[src/rtl/adc_seq_pkg.sv]
// Shared types of the scan sequencer: entry layout and interleave modes.
// Assumes a 4-bit channel and a 2-bit attenuation field per entry.
package adc_seq_pkg;
    localparam int ENT_CH_W  = 4;
    localparam int ENT_ATT_W = 2;

    typedef enum logic [1:0] {
        MODE_U1   = 2'd0,
        MODE_U2   = 2'd1,
        MODE_BOTH = 2'd2,
        MODE_ALT  = 2'd3
    } scan_mode_e;

    typedef struct packed {
        logic [ENT_CH_W-1:0]  chan;
        logic [ENT_ATT_W-1:0] att;
    } scan_ent_t;
endpackage

[src/rtl/adc_seq_table.sv]
// One per-unit pattern table: appends entries in order, counts its length and
// walks a read index that wraps to entry 0 after the last loaded entry.
// Assumes DEPTH >= 2; writes to a full table are dropped by this module.
module adc_seq_table
    import adc_seq_pkg::*;
#(
    parameter int DEPTH = 8,
    localparam int LEN_W = $clog2(DEPTH + 1),
    localparam int IDX_W = $clog2(DEPTH)
) (
    input  logic             clk,
    input  logic             rst_n,
    input  logic             clr,
    input  logic             wr_en,
    input  scan_ent_t        wr_ent,
    input  logic             rewind,
    input  logic             adv,
    output logic [LEN_W-1:0] len,
    output logic             full,
    output scan_ent_t        cur_ent
);
    scan_ent_t        mem [DEPTH];
    logic [IDX_W-1:0] idx;
    logic [LEN_W-1:0] idx_ext;

    assign full    = (len == LEN_W'(DEPTH));
    assign idx_ext = LEN_W'(idx) + LEN_W'(1);
    assign cur_ent = mem[idx];

    // Entry storage: append at the current length.
    always_ff @(posedge clk) begin
        if (!rst_n) begin
            for (int i = 0; i < DEPTH; i++) mem[i] <= '0;
        end else if (wr_en && !full && !clr) begin
            mem[len[IDX_W-1:0]] <= wr_ent;
        end
    end

    // Length counter: cleared by clr, bumped by each accepted write.
    always_ff @(posedge clk) begin
        if (!rst_n || clr)         len <= '0;
        else if (wr_en && !full)   len <= len + LEN_W'(1);
    end

    // Read index: rewinds on start or clear, wraps after the last entry.
    always_ff @(posedge clk) begin
        if (!rst_n || clr || rewind) idx <= '0;
        else if (adv) begin
            if (idx_ext >= len) idx <= '0;
            else                idx <= idx_ext[IDX_W-1:0];
        end
    end

    AST_LEN_BOUND: assert property (@(posedge clk) disable iff (!rst_n)
        len <= LEN_W'(DEPTH));
    AST_CLR_EMPTY: assert property (@(posedge clk) disable iff (!rst_n)
        clr |=> (len == '0));
    AST_IDX_IN_RANGE: assert property (@(posedge clk) disable iff (!rst_n)
        (len != '0) |-> (LEN_W'(idx) < len));
endmodule

[src/rtl/adc_seq_pacer.sv]
// Trigger pacer: halves the clock into a tick, then counts ivl ticks per
// trigger event. Held idle while run is low so each run starts aligned.
// Assumes ivl may change between runs; ivl of 0 is treated as 1.
module adc_seq_pacer #(
    parameter int IVL_W = 16
) (
    input  logic             clk,
    input  logic             rst_n,
    input  logic             run,
    input  logic [IVL_W-1:0] ivl,
    output logic             tick
);
    logic             half;
    logic [IVL_W-1:0] cnt;
    logic [IVL_W-1:0] ivl_m1;
    logic             at_end;

    assign ivl_m1 = (ivl == '0) ? '0 : ivl - IVL_W'(1);
    assign at_end = (cnt >= ivl_m1);
    assign tick   = run && half && at_end;

    // Half-rate phase and interval counter.
    always_ff @(posedge clk) begin
        if (!rst_n || !run) begin
            half <= 1'b0;
            cnt  <= '0;
        end else begin
            half <= ~half;
            if (half) cnt <= at_end ? '0 : cnt + IVL_W'(1);
        end
    end

    AST_TICK_SPACED: assert property (@(posedge clk) disable iff (!rst_n)
        tick |=> !tick);
endmodule

[src/rtl/adc_scan_seq.sv]
// Scan sequencer top: routes loaded entries to two unit tables, paces trigger
// events, selects units by interleave mode, applies the conversion limit and
// sequences the stop (triggering off first, data path one cycle later).
// Assumes the host holds mode, ivl and the limit steady during a run.
module adc_scan_seq
    import adc_seq_pkg::*;
#(
    parameter int DEPTH = 8,
    parameter int IVL_W = 16,
    parameter int LIM_W = 16,
    localparam int LEN_W = $clog2(DEPTH + 1)
) (
    input  logic                 clk,
    input  logic                 rst_n,
    input  logic                 load_valid,
    input  logic [1:0]           load_unit,
    input  logic [ENT_CH_W-1:0]  load_chan,
    input  logic [ENT_ATT_W-1:0] load_att,
    input  logic                 tbl_clear,
    output logic                 load_rej,
    output logic [LEN_W-1:0]     tbl_len1,
    output logic [LEN_W-1:0]     tbl_len2,
    input  logic [1:0]           mode,
    input  logic [IVL_W-1:0]     ivl,
    input  logic                 lim_en,
    input  logic [LIM_W-1:0]     lim_num,
    input  logic                 start,
    input  logic                 stop,
    output logic                 busy,
    output logic                 dp_en,
    output logic                 trig_u1,
    output logic [ENT_CH_W-1:0]  u1_chan,
    output logic [ENT_ATT_W-1:0] u1_att,
    output logic                 trig_u2,
    output logic [ENT_CH_W-1:0]  u2_chan,
    output logic [ENT_ATT_W-1:0] u2_att
);
    localparam int NUNIT = 2;

    scan_ent_t        new_ent;
    scan_ent_t        ent_a [NUNIT];
    logic [LEN_W-1:0] len_a [NUNIT];
    logic [NUNIT-1:0] wr_a, adv_a, full_a, has_a, use_u;
    logic             load_ok, rej_nx, start_ok, tick, tick_ok, fire, last;
    logic             alt_sel;
    logic [LIM_W-1:0] conv_cnt;
    logic [LIM_W:0]   cnt_nx;
    scan_ent_t        out1, out2;
    scan_mode_e       mode_e;

    assign new_ent  = '{chan: load_chan, att: load_att};
    assign load_ok  = load_valid && !tbl_clear;
    assign start_ok = start && !stop && !tbl_clear;
    assign mode_e   = scan_mode_e'(mode);

    // Entry routing by unit code and refusal of bad codes or full tables.
    always_comb begin
        wr_a[0] = load_ok && (load_unit == 2'd0) && !full_a[0];
        wr_a[1] = load_ok && (load_unit == 2'd1) && !full_a[1];
        rej_nx  = load_ok && (load_unit[1] || full_a[load_unit[0]]);
    end

    generate
        for (genvar u = 0; u < NUNIT; u++) begin : g_tbl
            adc_seq_table #(.DEPTH(DEPTH)) u_tbl (
                .clk     (clk),
                .rst_n   (rst_n),
                .clr     (tbl_clear),
                .wr_en   (wr_a[u]),
                .wr_ent  (new_ent),
                .rewind  (start_ok),
                .adv     (adv_a[u]),
                .len     (len_a[u]),
                .full    (full_a[u]),
                .cur_ent (ent_a[u])
            );
        end
    endgenerate

    assign tbl_len1 = len_a[0];
    assign tbl_len2 = len_a[1];

    adc_seq_pacer #(.IVL_W(IVL_W)) u_pacer (
        .clk   (clk),
        .rst_n (rst_n),
        .run   (busy),
        .ivl   (ivl),
        .tick  (tick)
    );

    // Unit selection for the current trigger event, per interleave mode.
    always_comb begin
        for (int u = 0; u < NUNIT; u++) has_a[u] = (len_a[u] != '0);
        use_u = '0;
        unique case (mode_e)
            MODE_U1:   use_u[0] = has_a[0];
            MODE_U2:   use_u[1] = has_a[1];
            MODE_BOTH: use_u    = has_a;
            MODE_ALT: begin
                if (!alt_sel) use_u = has_a[0] ? 2'b01 : (has_a[1] ? 2'b10 : 2'b00);
                else          use_u = has_a[1] ? 2'b10 : (has_a[0] ? 2'b01 : 2'b00);
            end
            default:   use_u = '0;
        endcase
    end

    assign tick_ok = tick && !stop && !tbl_clear;
    assign adv_a   = tick_ok ? use_u : '0;
    assign fire    = |adv_a;
    assign cnt_nx  = {1'b0, conv_cnt} + (LIM_W+1)'(1);
    assign last    = lim_en && (cnt_nx >= {1'b0, lim_num});

    // Run state: start sets it; stop, clear or the limit end it.
    always_ff @(posedge clk) begin
        if (!rst_n)                busy <= 1'b0;
        else if (stop || tbl_clear) busy <= 1'b0;
        else if (start_ok)         busy <= 1'b1;
        else if (fire && last)     busy <= 1'b0;
    end

    // Data path enable trails the end of triggering by one cycle.
    always_ff @(posedge clk) begin
        if (!rst_n)        dp_en <= 1'b0;
        else if (start_ok) dp_en <= 1'b1;
        else if (!busy)    dp_en <= 1'b0;
    end

    // Conversion counter and alternate-mode unit pointer.
    always_ff @(posedge clk) begin
        if (!rst_n || start_ok) begin
            conv_cnt <= '0;
            alt_sel  <= 1'b0;
        end else if (fire) begin
            conv_cnt <= cnt_nx[LIM_W-1:0];
            if (mode_e == MODE_ALT) alt_sel <= adv_a[0];
        end
    end

    // Registered strobes and held entry outputs.
    always_ff @(posedge clk) begin
        if (!rst_n) begin
            trig_u1 <= 1'b0;
            trig_u2 <= 1'b0;
            out1    <= '0;
            out2    <= '0;
            load_rej <= 1'b0;
        end else begin
            trig_u1  <= adv_a[0];
            trig_u2  <= adv_a[1];
            load_rej <= rej_nx;
            if (adv_a[0]) out1 <= ent_a[0];
            if (adv_a[1]) out2 <= ent_a[1];
        end
    end

    assign u1_chan = out1.chan;
    assign u1_att  = out1.att;
    assign u2_chan = out2.chan;
    assign u2_att  = out2.att;

    AST_REJ_FROM_LOAD: assert property (@(posedge clk) disable iff (!rst_n)
        load_rej |-> $past(load_valid));
    AST_U1_MODE_ONLY: assert property (@(posedge clk) disable iff (!rst_n)
        trig_u2 |-> ($past(mode) != 2'd0));
    AST_PAIR_ONLY_BOTH: assert property (@(posedge clk) disable iff (!rst_n)
        (trig_u1 && trig_u2) |-> ($past(mode) == 2'd2));
    AST_TRIG_WHILE_BUSY: assert property (@(posedge clk) disable iff (!rst_n)
        (trig_u1 || trig_u2) |-> $past(busy));
    AST_DP_TRAILS_BUSY: assert property (@(posedge clk) disable iff (!rst_n)
        $fell(dp_en) |-> !$past(busy));
    AST_DP_HELD_AT_END: assert property (@(posedge clk) disable iff (!rst_n)
        $fell(busy) |-> dp_en);
    AST_CLEAR_HALTS: assert property (@(posedge clk) disable iff (!rst_n)
        tbl_clear |=> !busy);
endmodule

[config.mk]
export PLATFORM = sky130hd
export DESIGN_NAME = adc_scan_seq
export DESIGN_NICKNAME = d
export VERILOG_FILES = /design/src/rtl/adc_seq_pkg.sv /design/src/rtl/adc_seq_table.sv /design/src/rtl/adc_seq_pacer.sv /design/src/rtl/adc_scan_seq.sv
export SDC_FILE = /design/constraint.sdc
export NUM_CORES = 1
export LEC_CHECK = 0
export BUFFER_PORTS_ARGS = -buffer_cell sky130_fd_sc_hd__buf_2
export CAP_MARGIN = 0
export CORE_ASPECT_RATIO = 0.9
export CORE_MARGIN = 2
export CORE_UTILIZATION = 30
export CTS_CLUSTER_SIZE = 8
export DETAILED_ROUTE_END_ITERATION = 8
export SLEW_MARGIN = 10
export SYNTH_ARGS = -nofsm -noshare
export SYNTH_HDL_FRONTEND = slang
export SYNTH_SLANG_ARGS = --single-unit
[constraint.sdc]
create_clock -name clk -period 10.12 [get_ports clk]
set_input_delay 2.024 -clock clk [delete_from_list [all_inputs] [get_ports clk]]
set_output_delay 2.024 -clock clk [all_outputs]
set_load 0.005 [all_outputs]
---- Word level (Yosys, flattened, before mapping) ----
Memories as Yosys holds them, arrays and structs flattened. A register that Yosys moved wholly into a read port is not among the register bits.
Index checks and enable logic that the tools add are counted.
word-level totals
  register bits ........................... 53
  bits in latches ......................... 0
  RAM bits ................................ 96
  ROM bits ................................ 0
  bits of input ports ..................... 49
  output and inout port bits .............. 25
  word-level logic and storage cells ...... 112
  memories kept ........................... 2
cells by class
  add/subtract/negate cells ............... 7
  $mul .................................... 0
  divide/modulo/power cells ............... 0
  magnitude comparators ................... 5
  eq/ne operators ......................... 7
  shift-type cells ........................ 0
  mux-type cells .......................... 31
  bitwise logic cells ..................... 2
  reductions and logical operators ........ 45
memory list
  memory              words  width  read ports  clocked after memory_dff  wr ports  line                 RTL
  g_tbl[0].u_tbl.mem  8      6      1           1                         8         adc_seq_table.sv:22  scan_ent_t mem [DEPTH];
  g_tbl[1].u_tbl.mem  8      6      1           1                         8         adc_seq_table.sv:22
operator list
  kind                   number
  $mux 16                2
  $logic_and 1x1->1      18
  $add 16x1->17 const B  1
  $ge 17x16->1           1
  $add 16x1->16 const B  1
  $ge 16x16->1           1
  $logic_not 16->1       1
  $mux 1                 16
  $sub 16x1->16 const B  1
  $mux 3                 4
  $mux 6                 2
  $reduce_or 6->1        2
  $mux 2                 5
  $add 3x1->4 const B    2
  $add 4x1->4 const B    2
  $eq 4x4->1 const B     2
  $ge 4x4->1             2
  $logic_not 1->1        8
  $reduce_bool 4->1      2
  $reduce_or 2->1        4
  $logic_or 1x1->1       6
  $eq 2x1->1 const B     2
  $eq 2x2->1 const B     2
  $logic_not 2->1        2
  6 further kinds        8

---- Depth between registers and ports, before layout ----
Gate-level depths: netlist (run 1).
  depth after elaboration ................. 11
  gate-level depth with buffers ........... 14
  gate-level depth less buffers ........... 13

---- Modules after synthesis ----
Synthesis (run 1) repeated with hierarchy kept, for this count alone.
unflattened totals
  cell total of the unflattened synthesis .. 824
  area total of the unflattened synthesis .. 9173.8 um2
modules (own cells, without submodules)
  module                           instances  cells each  area an instance (um2)  sequential area each (um2)
  adc_seq_table at g_tbl[1].u_tbl  1          202         2807.7                  1641.6
  adc_seq_table at g_tbl[0].u_tbl  1          191         2797.7                  1641.6
  adc_scan_seq                     1          251         2104.5                  680.7
  adc_seq_pacer                    1          180         1463.9                  340.3

---- Worst setup path before layout (run 1) ----
No wires, ideal clock.
  kind .................................... input-to-reg
  start point ............................. in ivl[5]
  end point ............................... reg, netlist name u1_att[0]
  library setup time ...................... 0.116 ns
  arrival time ............................ 4.989 ns
  required time ........................... 10.004 ns
  setup slack ............................. 5.015 ns
  cell stages on the path ................. 12
  path buffers ............................ 1
  cells stage by stage .................... or4_1 > nor3_2 > nor3b_2 > nand4b_1 > and2_1 > ha_1 > nand2b_4 > a2111o_1 > a32oi_2 > a21oi_1 > clkbuf_1 > o211a_1
between the ends
  cells in the longest elaborated chain, start to end .. 7
  elaborated cells on any way between the ends .. 8
  classes of those cells .................. 1 x add/sub; 1 x order compare; 2 x mux; 4 x reduce/logical
RTL lines
  item                                                      line                 RTL
  from (decl)                                               adc_scan_seq.sv:24   input logic [IVL_W-1:0] ivl,
  $sub 16x1->16 / $logic_not 16->1 (equally long branches)  adc_seq_pacer.sv:18  assign ivl_m1 = (ivl == '0) ? '0 : ivl - IVL_W'(1);
  $mux 16 (*)                                               adc_seq_pacer.sv:18
  $ge 16x16->1 (*)                                          adc_seq_pacer.sv:19  assign at_end = (cnt >= ivl_m1);
  $logic_and 1x1->1 (*)                                     adc_seq_pacer.sv:20  assign tick = run && half && at_end;
  $logic_and 1x1->1 (*) (2 in a row)                        adc_scan_seq.sv:107  assign tick_ok = tick && !stop && !tbl_clear;
  $mux 2 (*)                                                adc_scan_seq.sv:108  assign adv_a = tick_ok ? use_u : '0;
Mark *: on every way between the ends. The rest lies on a longest branch, timed or not.
A chain may end at the register's enable or synchronous reset.

---- Final worst setup path (run 1) ----
  start point ............................. in ivl[5]
  end point ............................... reg alt_sel
between the ends
  cells in the longest elaborated chain, start to end .. 9
  elaborated cells on any way between the ends .. 10
  classes of those cells .................. 1 x add/sub; 1 x order compare; 2 x mux; 6 x reduce/logical
RTL lines
  item                                                      line                 RTL
  $sub 16x1->16 / $logic_not 16->1 (equally long branches)  adc_seq_pacer.sv:18
  $mux 16 (*)                                               adc_seq_pacer.sv:18
  $ge 16x16->1 (*)                                          adc_seq_pacer.sv:19
  $logic_and 1x1->1 (*)                                     adc_seq_pacer.sv:20
  $logic_and 1x1->1 (*) (2 in a row)                        adc_scan_seq.sv:107
  $mux 2 (*)                                                adc_scan_seq.sv:108
  $reduce_or 2->1                                           adc_scan_seq.sv:109  assign fire = |adv_a;
  $reduce_and 2->1 (no line)                                --
  to (signal assigned)                                      adc_scan_seq.sv:135  if (mode_e == MODE_ALT) alt_sel <= adv_a[0];
  to (decl)                                                 adc_scan_seq.sv:45   logic alt_sel;
Marks and branches as above.

==> metrics, run 1 <==
TritonCTS Buffers 17; Slew Limit Fails 0; part of the Yosys area used for sequential elements 0.472; Starting Density 0.306; Synth Register Bits 161; CP endpoint kind flip-flop; clk buf depth 2; VDD IR max 0.117 mV; CTS tree built; Yosys warnings 0; Post-synth top flop edfxtp_1; fin area 10,200 um2; CTS sink cnt 161; CTS resizes 0; synth cell count leaders and2_1, edfxtp_1, nand2_1, dfxtp_1, nor2_1; number of global-route vias before repair 6,056; total wire length 20,300 um; GR Util All Layers 0.135; Async SR Flop Fraction 0; post-synth top area share 0.325; Syn Std Cell Area 8860 um2; class of the worst hold path flip-flop to flip-flop; Die W 185 um; antenna-violating nets left 0; first drt pass iteration count 5; FILL cells 2,895; Total Power 1.44 mW; fin crit share 0.539; # setup viols final 0; clk_skew 0.0146 ns; EDFF count, synth 96; first-pass GRT wire length 32,200 um; fin cells 1,299; Slew HR 0.342; P&R area growth vs syn 14.8%; post-DR wirelength/cell 15.6 um; number of remaining DRC errors 0; Vias/cell 4.70; critical path class input pin to flip-flop; Syn Area/Cell 10.6 um2; Reg area 4180 um2; detailed-route via count 6,111; Setup TNS 0 ns; global route overflow 0; Synth area leaders edfxtp_1, dfxtp_1, ha_1; Core Footprint 29,000 um2; HPWL Detailed 14,700 um; antenna cells 0; Yosys cell types 62; die area 30,900 um2; top-count cell post-synth and2_1; antenna violations before repair 0; crit path launch type input pin; nets 993; Worst Max-Slew Pin Slew 0.977 ns; Final Hold Viols 0; crit-path max FO 20; leakage 4.06 nW; worst-skew pair later-pin latency 0.43 ns; cells after synthesis 833; io pins 74; Post-CTS Setup Inserts 0; DP Cell Count 1,267; area leader, netlist edfxtp_1; # rows 59; status finished clean; Multi-input gate area 4380 um2; Clock Root Buffer clkbuf_16; CP Data Required Time 10.44 ns; Placed Area 9580 um2; Clock transition at path regs 0.07 ns; port bufs 73; H-tree depth 4; Pwr Density 141 nW/um2; syn_nets 936; GPL Wtd Cong 0.791; max cap viols 0; hold_buf cts 0; RSZ-0062 raised after global routing false; largest net degree at the start of global routing 38; iteration-0 DRC count of the detailed router 427; Final Critical Period 5.45 ns; Worst EP arrival 5.77 ns; die extent in y 167 um; share of cells above drive strength 1 0.163; Max Freq 183 MHz
[power breakdown]
part / internal [mW] / total (mW) / switching (mW)
clock: 0.359 / 0.654 / 0.295
sequential: 0.706 / 0.712 / 0.00571
combinational: 0.0261 / 0.0707 / 0.0445
total: 1.09 / 1.44 / 0.345
[final timing paths]
| check | slack [ns] | from | cells after the start | to |
|---|---|---|---|---|
| hold / removal | 0.47 | dp_en$_SDFFE_PN0P_ | 2 | dp_en$_SDFFE_PN0P_ |
| hold reg to reg | 0.47 | dp_en$_SDFFE_PN0P_ | 2 | dp_en$_SDFFE_PN0P_ |
| setup / recovery | 4.67 | ivl[5] | 13 | alt_sel$_SDFFE_PP0P_ |
| setup reg to reg | 6.98 | g_tbl[0].u_tbl.len[1]$_SDFFE_PP0P_ | 6 | g_tbl[0].u_tbl.mem[5][3]$_SDFFCE_PN0P_ |
[routing by layer]
metal  up-vias  part of all wire  GRT usage
met5         -                 0          0
met4         0            0.0099     0.0342
met3        14             0.034     0.0236
met2       110              0.48      0.227
met1      2913              0.48      0.180
li1       3074                 -          -
[kinds of logic (layout without fill, tap and decap cells)]
logic type / Yosys count / after routing / share of synthesized area
XOR/XNOR: 49 / 49 / 0.0484
flip-flops: 161 / 161 / 0.472
AND/OR/NAND/NOR: 345 / 345 / 0.209
AO/OA/AOI/OAI: 112 / 112 / 0.0829
multiplexers: 39 / 39 / 0.0779
buffers and inverters: 73 / 143 / 0.0339
adder cells (fa/ha/maj): 54 / 54 / 0.0762
[state kept, by name (all words and copies together) (netlist names), 2 cells and up]
register         flops
g_tbl.u_tbl.len      8
g_tbl.u_tbl.idx      6
u1_att               2
g_tbl.u_tbl.mem     96
u2_chan              4
conv_cnt            16
u_pacer.cnt         16
u1_chan              4
u2_att               2
[through the flow]
| stage | hold WS [ns] | utilization | setup slack [ns] |
|---|---|---|---|
| CTS | 0.470 | 0.351 | 4.67 |
| finish | 0.465 | 0.351 | 4.67 |
| floorplan | 0.460 | - | 5.02 |
| detailed placement | 0.461 | 0.330 | 4.22 |
| global route | 0.493 | 0.351 | 4.24 |
| global placement | 0.459 | 0.330 | 4.28 |
[placed cells by master (no fill, tap or decap), types with 14 or more instances in the layout]
cell       instances
or3_1             14
mux4_2            24
inv_1             36
and2_1           102
o21ai_0           34
a21oi_1           38
dfxtp_1           65
nor2_1            63
clkbuf_16         17
xor2_1            21
edfxtp_1          96
buf_2             73
xnor2_1           28
nand2_1           82
ha_1              54
mux2i_1           15
[final cells by class]
class                      instances  area share
multi-input combinational        599       0.431
sequential                       161       0.411
tap                              396      0.0487
clock buffer                      18      0.0432
timing repair buffer              75      0.0374
clock inverter                    14      0.0157
inverter                          36      0.0133
[critical path, stage by stage]
cell	delay, ns
buf_2	0.11
or4_1	0.58
nor3_2	0.17
nor3b_2	0.27
nand4b_1	0.46
and2_1	0.35
ha_1	0.27
nand2b_4	0.13
a2111o_1	0.41
a32oi_2	0.36
a21oi_1	0.13
buf_4	0.24
a31o_2	0.24
Note: power is estimated with default switching activity, not from simulation.
==> run 2: changes to the inputs <==
==> constraint.sdc (replaced) <==
create_clock -name clk -period 4.9 [get_ports clk]
set_input_delay 0.98 -clock clk [delete_from_list [all_inputs] [get_ports clk]]
set_output_delay 0.98 -clock clk [all_outputs]
set_load 0.005 [all_outputs]
==> run 2 against run 1 <==
Effect of this change: clock power rose by 100%; via count increased by 0.67%; count of clock-buffer cells in the layout grew 1; hold slack worse by 0.0011 ns; combinational power is 110% higher; register-to-register slack worse by 5.2 ns; sequential share of layout area shrank 0.081 points; wire length fell by 0.75%; die area stayed put; global-route usage is 0.14 points higher; worst setup slack lost 3.8 ns; sequential power is 110% higher; critical path type unchanged; critical endpoint is now conv_cnt[15]$_SDFFE_PP0P_; largest cell class unchanged; largest power group unchanged; highest routed layer unchanged.
==> metrics, run 2 (synthesis gave the netlist of run 1 again) <==
clk buf depth 2 (unchanged); Die W 185 um (unchanged); CP Data Required Time 5.25 ns (was 10.44 ns); # rows 59 (unchanged); internal power 2.25 mW (was 1.09 mW); Worst EP arrival 4.41 ns (was 5.77 ns); Gate power share 0.050 (was 0.049); io pins 74 (unchanged); CTS sink cnt 161 (unchanged); class of the worst hold path flip-flop to flip-flop (unchanged); Worst Max-Slew Pin Slew 1.01 ns (was 0.977 ns); nets 998 (was 993); Slew HR 0.322 (was 0.342); GPL Wtd Cong 0.772 (was 0.791); most common cell after layout, fill and taps aside and2_1 (unchanged); CP startpoint ivl[5] (unchanged); Reg with most FFs g_tbl.u_tbl.mem (unchanged); fin area 10,200 um2 (about the same); fin cells 1,304 (was 1,299); switching share of power 0.237 (was 0.240); DP Cell Count 1,272 (was 1,267); CP endpoint kind flip-flop (unchanged); die extent in y 167 um (unchanged); first drt pass iteration count 4 (was 5); critical path class input pin to flip-flop (unchanged); crit-path max FO 27 (was 20); hold_buf cts 0 (unchanged); antenna-violating nets left 0 (unchanged); largest registers g_tbl.u_tbl.mem: 96 flops, conv_cnt: 16 flops, u_pacer.cnt: 16 flops (unchanged); port bufs 73 (unchanged); antenna cells 0 (unchanged); # setup viols final 0 (unchanged); worst r2r src g_tbl[0].u_tbl.len[1]$_SDFFE_PP0P_ (unchanged); CTS resizes 0 (unchanged); CTS tree built (unchanged); total wire length 20,100 um (was 20,300 um); Setup TNS 0 ns (unchanged); first-pass GRT wire length 32,500 um (was 32,200 um); worst-skew pair later-pin latency 0.43 ns (about the same); max cap viols 0 (unchanged); number of remaining DRC errors 0 (unchanged); Max Freq 247 MHz; sequential power share 0.499 (was 0.496); H-tree depth 4 (unchanged); post-DR wirelength/cell 15.4 um (was 15.6 um); Final Critical Period 4.06 ns; largest net degree at the start of global routing 37 (was 38); Total Power 2.95 mW (was 1.44 mW); share of cells above drive strength 1 0.166 (was 0.163); detailed-route via count 6,152 (was 6,111); crit path launch type input pin (unchanged); number of global-route vias before repair 6,150 (was 6,056); FILL cells 2,891 (was 2,895); post-route setup slack 0.845 ns (was 4.67 ns); Clock Root Buffer clkbuf_16 (unchanged); Largest register FFs 96 (unchanged); dpl ws 0.389 ns (was 4.22 ns); global route overflow 0 (unchanged); HPWL Detailed 14,800 um (was 14,700 um); clock network power share 0.452 (was 0.455); clk_skew 0.0114 ns (was 0.0146 ns); Post-CTS Setup Inserts 0 (unchanged); antenna violations before repair 0 (unchanged); die area 30,900 um2 (unchanged); commonest cells after routing, fill and taps aside and2_1, edfxtp_1, nand2_1, buf_2, dfxtp_1 (unchanged); Multi-input gate area 4380 um2 (unchanged); hold_sp dp_en$_SDFFE_PN0P_ (unchanged); Vias/cell 4.72 (was 4.70); GR Util All Layers 0.136 (was 0.135); Reg area 4180 um2 (unchanged); setup slack, reg-to-reg 1.78 ns (was 6.98 ns); Core Footprint 29,000 um2 (unchanged); Clock transition at path regs 0.07 ns (about the same); Starting Density 0.306 (unchanged); VDD IR max 0.234 mV (was 0.117 mV); Sw Pwr 0.700 mW (was 0.345 mW); RSZ-0062 raised after global routing false (unchanged); fin crit share 0.828; Final Hold Viols 0 (unchanged); Pwr Density 289 nW/um2 (was 141 nW/um2); Slew Limit Fails 0 (unchanged); P&R area growth vs syn 15.0% (was 14.8%); status finished clean (unchanged); leakage 4.07 nW (was 4.06 nW); TritonCTS Buffers 17 (unchanged); Placed Area 9610 um2 (was 9580 um2); iteration-0 DRC count of the detailed router 375 (was 427)
-- run 2: cell count changes in the layout (fill, tap and decap cells not counted) --
cell,previous run,this run
clkinv_2,1,0
clkinvlp_4,0,1
inv_8,5,4
clkinv_8,1,0
buf_4,2,7
clkinv_4,2,0
inv_4,0,2
inv_6,4,5
clkbuf_1,0,1
-- run 2: worst paths after layout --
| kind | to | cells after the start |
|---|---|---|
| setup / recovery | conv_cnt[15]$_SDFFE_PP0P_ | 14 |
| hold / removal | dp_en$_SDFFE_PN0P_ | 2 |
| setup reg to reg | g_tbl[0].u_tbl.mem[6][3]$_SDFFCE_PN0P_ | 6 |
| hold reg to reg | dp_en$_SDFFE_PN0P_ | 2 |
-- run 2: stage by stage --
step,hold WS (ns),utilization
after floorplan,0.460,-
after global placement,0.461,0.331
after detailed placement,0.457,0.331
after CTS,0.467,0.351
after global routing,0.510,0.351
final,0.464,0.351
-- run 2: layer usage --
layer,vias to the layer above,global-route usage,part of all wire
li1,3082,-,-
met1,2971,0.181,0.47
met2,80,0.227,0.48
met3,19,0.0225,0.036
met4,0,0.0400,0.012
met5,-,0,0
-- run 2: worst max-delay path, stage by stage --
cell	delay, ns
buf_2	0.11
or4_1	0.59
nor3_2	0.18
nor3b_2	0.29
nand2_1	0.10
xnor2_1	0.14
nand2_1	0.08
ha_1	0.31
nand4_1	0.15
nor4_2	0.34
a32oi_2	0.22
a21o_4	0.34
or4_1	0.41
a21oi_1	0.15
-- run 2: final cells by class --
type	instances	area share
Clock buffer	19	0.0434
Clock inverter	13	0.0136
Inverter	36	0.0133
Multi-Input combinational cell	599	0.430
Sequential cell	161	0.410
Tap cell	396	0.0486
Timing Repair Buffer	80	0.0410
-- run 2: power groups by stage --
stage	Sequential, mW	Clock (mW)	Combinational (mW)
global route	1.47	1.42	0.164
detailed placement	1.50	0	0.149
floorplan	1.49	0	0.0871
global placement	1.50	0	0.148
finish	1.47	1.33	0.146
CTS	1.47	1.36	0.150
